`config.mk`:
```
export PLATFORM = sky130hd
export DESIGN_NAME = pq_src_ctrl
export DESIGN_NICKNAME = d
export VERILOG_FILES = /design/src/rtl/pq_src_pkg.sv /design/src/rtl/pq_word_codec.sv /design/src/rtl/pq_present_sched.sv /design/src/rtl/pq_src_ctrl.sv
export SDC_FILE = /design/constraint.sdc
export NUM_CORES = 1
export LEC_CHECK = 0
export BUFFER_PORTS_ARGS = -buffer_cell sky130_fd_sc_hd__buf_2
export CELL_PAD_IN_SITES_DETAIL_PLACEMENT = 0
export CELL_PAD_IN_SITES_GLOBAL_PLACEMENT = 2
export CORE_MARGIN = 2
export CORE_UTILIZATION = 23
export CTS_CLUSTER_SIZE = 10
export DETAILED_ROUTE_END_ITERATION = 8
export PLACE_DENSITY = 0.65
export RECOVER_POWER = 50
export SYNTH_ARGS = -nofsm -noshare
export SYNTH_HDL_FRONTEND = slang
export SYNTH_SLANG_ARGS = --single-unit
export TNS_END_PERCENT = 10
```
`constraint.sdc`:
```
create_clock -name clk -period 5.7 [get_ports clk]
set_input_delay 1.14 -clock clk [delete_from_list [all_inputs] [get_ports clk]]
set_output_delay 1.14 -clock clk [all_outputs]
set_load 0.01 [all_outputs]
```
`src/rtl/pq_src_pkg.sv`:
```
package pq_src_pkg;

    // Save-word bit positions; external software decodes them.
    localparam int unsigned WB_LVL = 40;
    localparam int unsigned WB_MSK = 41;
    localparam int unsigned WB_PND = 42;
    localparam int unsigned WB_PRS = 43;
    localparam int unsigned WB_QUE = 44;

    // State bit positions inside the 2-bit source state.
    localparam int unsigned SB_P = 0;
    localparam int unsigned SB_Q = 1;

    typedef struct packed {
        logic [1:0] pq;
        logic       pres;
    } step_t;

    // Event step: level=1 is trigger/assert, level=0 is deassert.
    function automatic step_t trig_step(input logic [1:0] pq, input logic is_lvl,
                                        input logic level);
        step_t r;
        r.pq   = pq;
        r.pres = 1'b0;
        if (is_lvl) begin
            if (!level) begin
                r.pq = 2'b00;
            end else if (!pq[SB_P]) begin
                r.pq   = 2'b01;
                r.pres = 1'b1;
            end
        end else if (level) begin
            r.pq   = {pq[SB_P], 1'b1};
            r.pres = (pq[SB_P] == 1'b0);
        end
        return r;
    endfunction

    // EOI step.
    function automatic step_t eoi_step(input logic [1:0] pq, input logic is_lvl);
        step_t r;
        if (is_lvl) begin
            r.pq   = pq;
            r.pres = pq[SB_P];
        end else begin
            r.pq   = {1'b0, pq[SB_Q]};
            r.pres = pq[SB_Q];
        end
        return r;
    endfunction

endpackage

```
`src/rtl/pq_word_codec.sv`:
```
module pq_word_codec
    import pq_src_pkg::*;
(
    input  logic [1:0]  sv_pq,
    input  logic        sv_lvl,
    input  logic        sv_msk,
    output logic [63:0] sv_word,
    input  logic [4:0]  ld_bits,   // restore word bits 44..40
    output logic [1:0]  ld_pq,
    output logic        ld_lvl,
    output logic        ld_msk
);
    localparam int unsigned OFS = WB_LVL;

    always_comb begin
        sv_word         = '0;
        sv_word[WB_LVL] = sv_lvl;
        sv_word[WB_MSK] = sv_msk;
        sv_word[WB_PND] = sv_lvl & sv_pq[SB_P];
        sv_word[WB_PRS] = sv_pq[SB_P];
        sv_word[WB_QUE] = sv_pq[SB_Q];
    end

    always_comb begin
        ld_lvl        = ld_bits[WB_LVL - OFS];
        ld_msk        = ld_bits[WB_MSK - OFS];
        ld_pq[SB_P]   = ld_bits[WB_PRS - OFS] | ld_bits[WB_PND - OFS];
        ld_pq[SB_Q]   = ld_bits[WB_QUE - OFS];
    end
endmodule

```
`src/rtl/pq_present_sched.sv`:
```
module pq_present_sched #(
    parameter int unsigned NUM_SRC = 8,
    parameter int unsigned IDX_W   = $clog2(NUM_SRC)
) (
    input  logic             clk,
    input  logic             rst_n,
    input  logic             eoi_req,
    input  logic [IDX_W-1:0] eoi_idx,
    input  logic             evt_req,
    input  logic [IDX_W-1:0] evt_idx,
    output logic             pres_valid,
    output logic [IDX_W-1:0] pres_idx
);
    typedef struct packed {
        logic [NUM_SRC-1:0] bl;
        logic               v;
        logic [IDX_W-1:0]   idx;
    } sch_t;

    sch_t             sch_d, sch_q;
    logic             found;
    logic [IDX_W-1:0] pick;

    always_comb begin
        found = 1'b0;
        pick  = '0;
        for (int i = NUM_SRC - 1; i >= 0; i--) begin
            if (sch_q.bl[i]) begin
                found = 1'b1;
                pick  = IDX_W'(i);
            end
        end
    end

    always_comb begin
        sch_d     = sch_q;
        sch_d.v   = 1'b0;
        if (eoi_req) begin
            sch_d.v   = 1'b1;
            sch_d.idx = eoi_idx;
            if (evt_req) sch_d.bl[evt_idx] = 1'b1;
        end else if (found) begin
            sch_d.v        = 1'b1;
            sch_d.idx      = pick;
            sch_d.bl[pick] = 1'b0;
            if (evt_req) sch_d.bl[evt_idx] = 1'b1;
        end else if (evt_req) begin
            sch_d.v   = 1'b1;
            sch_d.idx = evt_idx;
        end
    end

    always_ff @(posedge clk) begin
        if (!rst_n) sch_q <= '0;
        else        sch_q <= sch_d;
    end

    assign pres_valid = sch_q.v;
    assign pres_idx   = sch_q.idx;

    a_r12_eoi_first: assert property (@(posedge clk) disable iff (!rst_n)
        eoi_req |=> (pres_valid && pres_idx == $past(eoi_idx)));

    a_r12_deferred_kept: assert property (@(posedge clk) disable iff (!rst_n)
        (eoi_req && evt_req) |=> sch_q.bl[$past(evt_idx)]);
endmodule

```
`src/rtl/pq_src_ctrl.sv`:
```
module pq_src_ctrl
    import pq_src_pkg::*;
#(
    parameter int unsigned NUM_SRC = 8,
    parameter int unsigned IDX_W   = $clog2(NUM_SRC)
) (
    input  logic               clk,
    input  logic               rst_n,
    input  logic [NUM_SRC-1:0] src_exists,
    input  logic               evt_valid,
    input  logic [IDX_W-1:0]   evt_idx,
    input  logic               evt_level,
    input  logic               eoi_valid,
    input  logic [IDX_W-1:0]   eoi_idx,
    input  logic               ld_valid,
    input  logic [IDX_W-1:0]   ld_idx,
    input  logic [63:0]        ld_word,
    input  logic [IDX_W-1:0]   sv_idx,
    output logic [63:0]        sv_word,
    output logic               pres_valid,
    output logic [IDX_W-1:0]   pres_idx,
    output logic               err
);
    localparam int unsigned CW = IDX_W + 1;

    typedef struct packed {
        logic [NUM_SRC-1:0][1:0] pq;
        logic [NUM_SRC-1:0]      lvl;
        logic [NUM_SRC-1:0]      msk;
        logic                    err;
    } bank_t;

    bank_t       st_d, st_q;
    step_t       s_eoi, s_evt;
    logic        eoi_ok, evt_ok, ld_ok;
    logic        eoi_pres, evt_pres;
    logic [1:0]  ld_pq;
    logic        ld_lvl, ld_msk;

    function automatic logic idx_ok(input logic [IDX_W-1:0] i, input logic [NUM_SRC-1:0] ex);
        return (CW'(i) < CW'(NUM_SRC)) && ex[i];
    endfunction

    assign eoi_ok = eoi_valid && idx_ok(eoi_idx, src_exists);
    assign evt_ok = evt_valid && idx_ok(evt_idx, src_exists);
    assign ld_ok  = ld_valid  && idx_ok(ld_idx,  src_exists);

    pq_word_codec u_codec (
        .sv_pq   (st_q.pq[sv_idx]),
        .sv_lvl  (st_q.lvl[sv_idx]),
        .sv_msk  (st_q.msk[sv_idx]),
        .sv_word (sv_word),
        .ld_bits (ld_word[WB_QUE:WB_LVL]),
        .ld_pq   (ld_pq),
        .ld_lvl  (ld_lvl),
        .ld_msk  (ld_msk)
    );

    always_comb begin
        st_d     = st_q;
        eoi_pres = 1'b0;
        evt_pres = 1'b0;
        s_eoi    = '0;
        s_evt    = '0;
        if (eoi_ok) begin
            s_eoi             = eoi_step(st_d.pq[eoi_idx], st_d.lvl[eoi_idx]);
            st_d.pq[eoi_idx]  = s_eoi.pq;
            eoi_pres          = s_eoi.pres;
        end
        if (evt_ok) begin
            s_evt             = trig_step(st_d.pq[evt_idx], st_d.lvl[evt_idx], evt_level);
            st_d.pq[evt_idx]  = s_evt.pq;
            evt_pres          = s_evt.pres;
        end
        if (ld_ok) begin
            st_d.pq[ld_idx]  = ld_pq;
            st_d.lvl[ld_idx] = ld_lvl;
            st_d.msk[ld_idx] = ld_msk;
        end
        st_d.err = (eoi_valid && !eoi_ok) || (evt_valid && !evt_ok) || (ld_valid && !ld_ok);
    end

    always_ff @(posedge clk) begin
        if (!rst_n) st_q <= '0;
        else        st_q <= st_d;
    end

    assign err = st_q.err;

    pq_present_sched #(.NUM_SRC(NUM_SRC), .IDX_W(IDX_W)) u_sched (
        .clk        (clk),
        .rst_n      (rst_n),
        .eoi_req    (eoi_pres),
        .eoi_idx    (eoi_idx),
        .evt_req    (evt_pres),
        .evt_idx    (evt_idx),
        .pres_valid (pres_valid),
        .pres_idx   (pres_idx)
    );

    // Input assumption tied to R9: restore never shares a source with event/EOI.
    a_r9_no_collide: assert property (@(posedge clk) disable iff (!rst_n)
        ld_valid |-> !((evt_valid && evt_idx == ld_idx) || (eoi_valid && eoi_idx == ld_idx)));

    a_r9_restore_p: assert property (@(posedge clk) disable iff (!rst_n)
        ld_ok |=> (st_q.pq[$past(ld_idx)][SB_P] == $past(ld_word[WB_PRS] | ld_word[WB_PND])));

    a_r2_msg_requeue: assert property (@(posedge clk) disable iff (!rst_n)
        (evt_ok && evt_level && !st_q.lvl[evt_idx] && st_q.pq[evt_idx][SB_P]
         && !(eoi_valid && eoi_idx == evt_idx))
        |=> (st_q.pq[$past(evt_idx)] == 2'b11));

    a_r5_lvl_clear: assert property (@(posedge clk) disable iff (!rst_n)
        (evt_ok && !evt_level && st_q.lvl[evt_idx]) |=> (st_q.pq[$past(evt_idx)] == 2'b00));

    a_r10_err_pulse: assert property (@(posedge clk) disable iff (!rst_n)
        (evt_valid && !evt_ok) |=> err);

    a_r10_state_kept: assert property (@(posedge clk) disable iff (!rst_n)
        (evt_valid && !evt_ok) |=> (st_q.pq[$past(evt_idx)] == $past(st_q.pq[evt_idx])));
endmodule

```
After elaboration in Yosys (flattened, before gate mapping) --
Cells that the tools add are included. Widths: inputs -> output; s select.
Operators by class: $lt $le $gt $ge 9, eq/ne operators 1, multiplexer cells 72, bitwise gates (word level) 7, reductions and logical operators 18
Operator list (number):
- $bwmux 16 | 3
- $mux 3 | 14
- $mux 16 | 2
- $mux 32 | 1
- $mux 8 | 3
- $bmux 1 s3 | 7
- $mux 1 | 21
- $lt 3x4->1 const B | 5
- $bmux 2 s3 | 3
- $demux 2 s3 | 3
- $bwmux 8 | 2
- $or 8x8->8 | 2
- $mux 2 | 7
- $ge 3x1->1 const B | 4
- $mux 12 | 1
- $logic_and 1x1->1 | 10
- $demux 1 s3 | 3
- $and 8x8->8 | 1
- $mux 4 | 2
- $not 8->8 | 1
- $logic_not 1->1 | 3
- $reduce_bool 3->1 | 1
- $logic_or 1x1->1 | 2
- $ne 2x1->1 const B | 1
- 5 further kinds | 5
Storage, ports and cells: flip-flop bits (word level) 45, bits of input ports 90, output and inout bits 69, word-level logic and storage cells 121

Logic depth before layout (Yosys ltp) --
depth after elaboration 18, depth in mapped cells 10, gate-level depth less buffers 7

Hierarchy --
A second synthesis with hierarchy kept.
Unflattened totals: cell total of the unflattened synthesis 513, area, all modules 4260.3 um^2
By module, submodules not included:
- pq_src_ctrl | times used 1, cells each 362, area each 3072.9 um^2, sequential area each 660.6 um^2
- pq_present_sched | times used 1, cells each 82, area each 675.6 um^2, sequential area each 240.2 um^2
- pq_word_codec | times used 1, cells each 69, area each 511.7 um^2, sequential area each 0.0 um^2

Least setup slack after synthesis --
Ideal clock, no wire load.
path kind input port to output port, start input sv_idx[0], end output sv_word[42], arrival time 2.585 ns, required time 4.560 ns, setup slack 1.975 ns, stages on the path 4, path buffers 1, path through clkbuf_1 -> mux4_2 -> mux2_2 -> and2_1
On the way: word-level cells in the longest chain between the ends 3, elaborated cells on any way between the ends 5, those cells by class mux (4); bitwise (1)
RTL lines:
- start, declared | RTL line pq_src_ctrl.sv:18 | input logic [IDX_W-1:0] sv_idx,
- $bmux 2 s3 | RTL line pq_src_ctrl.sv:49 | .sv_pq (st_q.pq[sv_idx]),
- $mux 2 (not written as such) | RTL line pq_src_ctrl.sv:49
- named net sv_word[43] | RTL line pq_src_ctrl.sv:19 | output logic [63:0] sv_word,
- $and 1x1->1 | RTL line pq_word_codec.sv:19 | sv_word[WB_PND] = sv_lvl & sv_pq[SB_P];
- end, declared | RTL line pq_src_ctrl.sv:19
The timed path passes the listed nets, and every way through them passes these cells. The select of a mux whose other input is x is not followed.

Worst setup path in the final report --
start input eoi_idx[0], end register u_sched.sch_q[9] in the netlist's numbering
On the way: word-level cells in the longest chain between the ends 16, elaborated cells on any way between the ends 32, those cells by class order compare (2); eq/ne (1); mux (24); bitwise (1); reduce/logical (4)
RTL lines:
- start, declared | RTL line pq_src_ctrl.sv:14 | input logic [IDX_W-1:0] eoi_idx,
- $lt 3x4->1 (not written as such) (tied with other cells) | RTL line pq_src_ctrl.sv:67 | st_d.pq[eoi_idx] = s_eoi.pq;
- $logic_and 1x1->1 (not written as such) (tied with other cells) | RTL line pq_src_ctrl.sv:67
- $mux 2 (not written as such) / $mux 3 (equally long branches) | RTL line pq_src_ctrl.sv:67, pq_src_pkg.sv:42
- $demux 2 s3 / $mux 3 (equally long branches) | RTL line pq_src_ctrl.sv:67, pq_src_ctrl.sv:65
- $bwmux 16 | RTL line pq_src_ctrl.sv:67
- $mux 16 | RTL line pq_src_ctrl.sv:65 | if (eoi_ok) begin
- $bmux 2 s3 | RTL line pq_src_ctrl.sv:71 | s_evt = trig_step(st_d.pq[evt_idx], st_d.lvl[evt_idx], evt_level);
- $mux 2 (not written as such) | RTL line pq_src_ctrl.sv:71
- $mux 3 / $not 1->1 (equally long branches) | RTL line pq_src_pkg.sv:28, pq_src_pkg.sv:34
- $mux 1 / $mux 3 (equally long branches) | RTL line pq_src_pkg.sv:26, pq_src_pkg.sv:32
- $mux 3 | RTL line pq_src_pkg.sv:25 | if (is_lvl) begin
- $mux 3 | RTL line pq_src_ctrl.sv:70 | if (evt_ok) begin
- $mux 1 | RTL line pq_src_ctrl.sv:70
- $mux 8 | RTL line pq_present_sched.sv:46 | if (evt_req) sch_d.bl[evt_idx] = 1'b1;
- $mux 8 | RTL line pq_present_sched.sv:42 | end else if (found) begin
- $mux 12 | RTL line pq_present_sched.sv:38 | if (eoi_req) begin
- end signal, assigned | RTL line pq_present_sched.sv:55 | else sch_q <= sch_d;
- end, declared | RTL line pq_present_sched.sv:20 | sch_t sch_d, sch_q;
Several ways; a longest one is shown, not always the timed one. The select of a mux whose other input is x is not followed. A chain may end at the register's enable or synchronous reset.

==> flow_metrics.py <==
metrics = {
    "drt": {
        "wl_per_cell_um": 19.1,
        "drc": 0,
        "vias_per_cell": 5.15,
        "antenna_left": 0,
        "vias": 3968,
        "drt_wl_total_um": 14700,
        "drt_pass1_iterations": 5,
        "drt_iter0_drc": 292,
    },
    "clock_tree": {
        "clk_latency_ps": 310,
        "postCtsHoldBufs": 0,
        "clkSinkCount": 45,
        "clk_path_buf_depth": 2,
        "numCtsBuffers": 5,
        "cts_tree": "yes",
        "ctsResizeCount": 0,
        "htreeDepth": 2,
        "cts.clk_slew.worst_paths_ps": 70,
        "root_buffer": "clkbuf_16",
        "post_cts_buffers": 0,
    },
    "sta": {
        "period_share_pct": 75.7,
        "worst_slew_pin_slew_ps": 1010,
        "skew_ps": 11.4,
        "timing.slew.headroom_pct": 32.4,
        "rsz0062_at_grt": "false",
        "fin_crit_ps": 4320,
        "finalSetupViolCount": 0,
        "report.final.slew_viol_count": 0,
        "hold_viol": 0,
        "tns_ps": 0,
        "fmax_ghz": 0.232,
    },
    "power_and_ir_drop": {
        "power_density_nw_per_um2": 215,
        "finalPower_mw": 0.997,
        "irDropWorstVdd_mv": 0.104,
        "leakagePower_nw": 1.78,
    },
    "yosys": {
        "synth_flop_cell": "dfxtp_1",
        "yosys_warnings": 0,
        "syn_area_um2": 4420,
        "ys_seq_elements": 45,
        "synth_enable_flop_cells": 0,
        "async_flop_share_pct": 0,
        "netlist_instances": 525,
        "ys_types": 80,
        "syn_avg_cell_area_um2": 8.43,
        "ys_seq_area_share_pct": 20.4,
    },
    "grt": {
        "grt_max_degree": 33,
        "grt_usage_pct": 14.6,
        "antenna_found_initial": 0,
        "grt_first_pass_wirelength_um": 22600,
        "grt-ovfl-total": 0,
        "grt_pass1_vias": 3650,
    },
    "worst_setup_path": {
        "critPathArrivalTime_ps": 4560,
        "worstPathMaxFanout": 16,
        "worstPathRequired_ps": 5950,
        "cp-end-kind": "flip-flop",
        "crit_path_start_kind": "primary input",
        "path_class": "primary input to flip-flop",
    },
    "floorplanning": {
        "start_util_pct": 23.6,
        "fp.coreArea_um2": 18800,
        "rows": 50,
        "dieArea_um2": 20400,
        "dieWidth_um": 143,
        "fp.dieH_um": 143,
        "ios": 159,
    },
    "cells_and_area": {
        "fin_nets": 626,
        "final_common_cell": "conb_1",
        "nFillCells": 2064,
        "drive_gt1_share_pct": 17.7,
        "area_delta_synth_final_pct": 5.09,
        "final_cell_mix": "conb_1, nor2_1, nand2_1, dfxtp_1",
        "n_antenna_cell": 0,
    },
    "hold_path": {
        "hold_class": "flip-flop to flip-flop",
    },
    "placed_design": {
        "gp_congestion": 0.882,
        "dp_hpwl_um": 11500,
        "io_buffers": 40,
    },
    "status": {
        "status": "completed",
    },
    "run": {
        "maxCapViolCount": 0,
    },
}
[stage by stage]
| stage | instance area, µm² | util, % | hold slack [ps] | setup WS [ps] | std cells |
|---|---|---|---|---|---|
| floorplan | 4640 | - | 448 | 1980 | 583 |
| global placement | 4490 | 23.9 | 466 | 1460 | 763 |
| detailed placement | 4490 | 23.9 | 479 | 1440 | 763 |
| CTS | 4660 | 24.9 | 492 | 1760 | 771 |
| global route | 4650 | 24.8 | 517 | 1180 | 771 |
| finish | 4650 | 24.8 | 486 | 1380 | 771 |
[final cells by class]
cell class	count	area, µm²	area share [%]
Clock inverter	3	50.0	1.08
Clock buffer	5	125	2.69
Inverter	10	37.5	0.807
Sequential cell	45	901	19.4
Multi-Input combinational cell	431	3030	65.2
Timing Repair Buffer	43	213	4.57
Tap cell	234	293	6.30
[per-layer routing]
metal | GRT usage [%] | vias up | routed length [µm]
met2 | 22.7 | 167 | 6660
met5 | 0 | - | 0
li1 | - | 1823 | -
met1 | 20.4 | 1961 | 6660
met3 | 2.98 | 17 | 1090
met4 | 4.59 | 0 | 297
[critical path, cell delays in order]
cell      delay (ps)
clkbuf_1         680
buf_4            370
mux4_2           580
mux2_2           300
nand3_1          140
and2_0           570
a21oi_2          200
nor3_2           360
a31o_1           200
[final timing paths]
| check | from | endpoint | slack (ps) | cells after the start |
|---|---|---|---|---|
| setup / recovery | eoi_idx[0] | u_sched.sch_q[9] | 1380 | 9 |
| hold / removal | u_sched.pres_idx[0] | u_sched.pres_idx[0] | 490 | 2 |
| setup reg to reg | flip-flop | st_q[25] | 2850 | 7 |
| hold reg to reg | u_sched.pres_idx[0] | u_sched.pres_idx[0] | 490 | 2 |
[report_power, final]
part	switching (mW)	internal, mW	total, mW
combinational	0.185	0.100	0.285
clock	0.147	0.211	0.358
sequential	0.0180	0.337	0.355
total	0.350	0.648	0.997
[logic make-up after synthesis]
| kind of cell | count (synthesis) | share of synthesized area, % |
|---|---|---|
| XOR/XNOR | 2 | 0.396 |
| AND/OR/NAND/NOR | 204 | 25.1 |
| AO/OA/AOI/OAI | 101 | 17.5 |
| multiplexers | 65 | 20.6 |
| other | 1 | 0.0848 |
| buffers and inverters | 107 | 16.0 |
| flip-flops | 45 | 20.4 |
[cell usage after synthesis, types with 5 or more instances]
library cell | number | area share, %
nor2_1 | 52 | 4.4
buf_2 | 8 | 0.91
and2_1 | 6 | 0.85
dfxtp_1 | 45 | 20
o211ai_1 | 5 | 0.85
inv_1 | 9 | 0.76
nor2b_1 | 15 | 2.1
buf_4 | 66 | 11
nand3_1 | 20 | 2.3
nand2_1 | 45 | 3.8
mux4_2 | 19 | 9.7
mux2i_1 | 32 | 7.2
mux2_2 | 13 | 3.3
o21ai_1 | 9 | 1.0
nor3b_1 | 7 | 1.2
clkbuf_1 | 15 | 1.3
a21oi_1 | 11 | 1.2
nor3_1 | 12 | 1.4
o21ai_0 | 14 | 1.6
o31ai_1 | 10 | 1.7
and3_1 | 7 | 0.99
nand2b_1 | 7 | 0.99
Power figures use the tool's default switching activity.
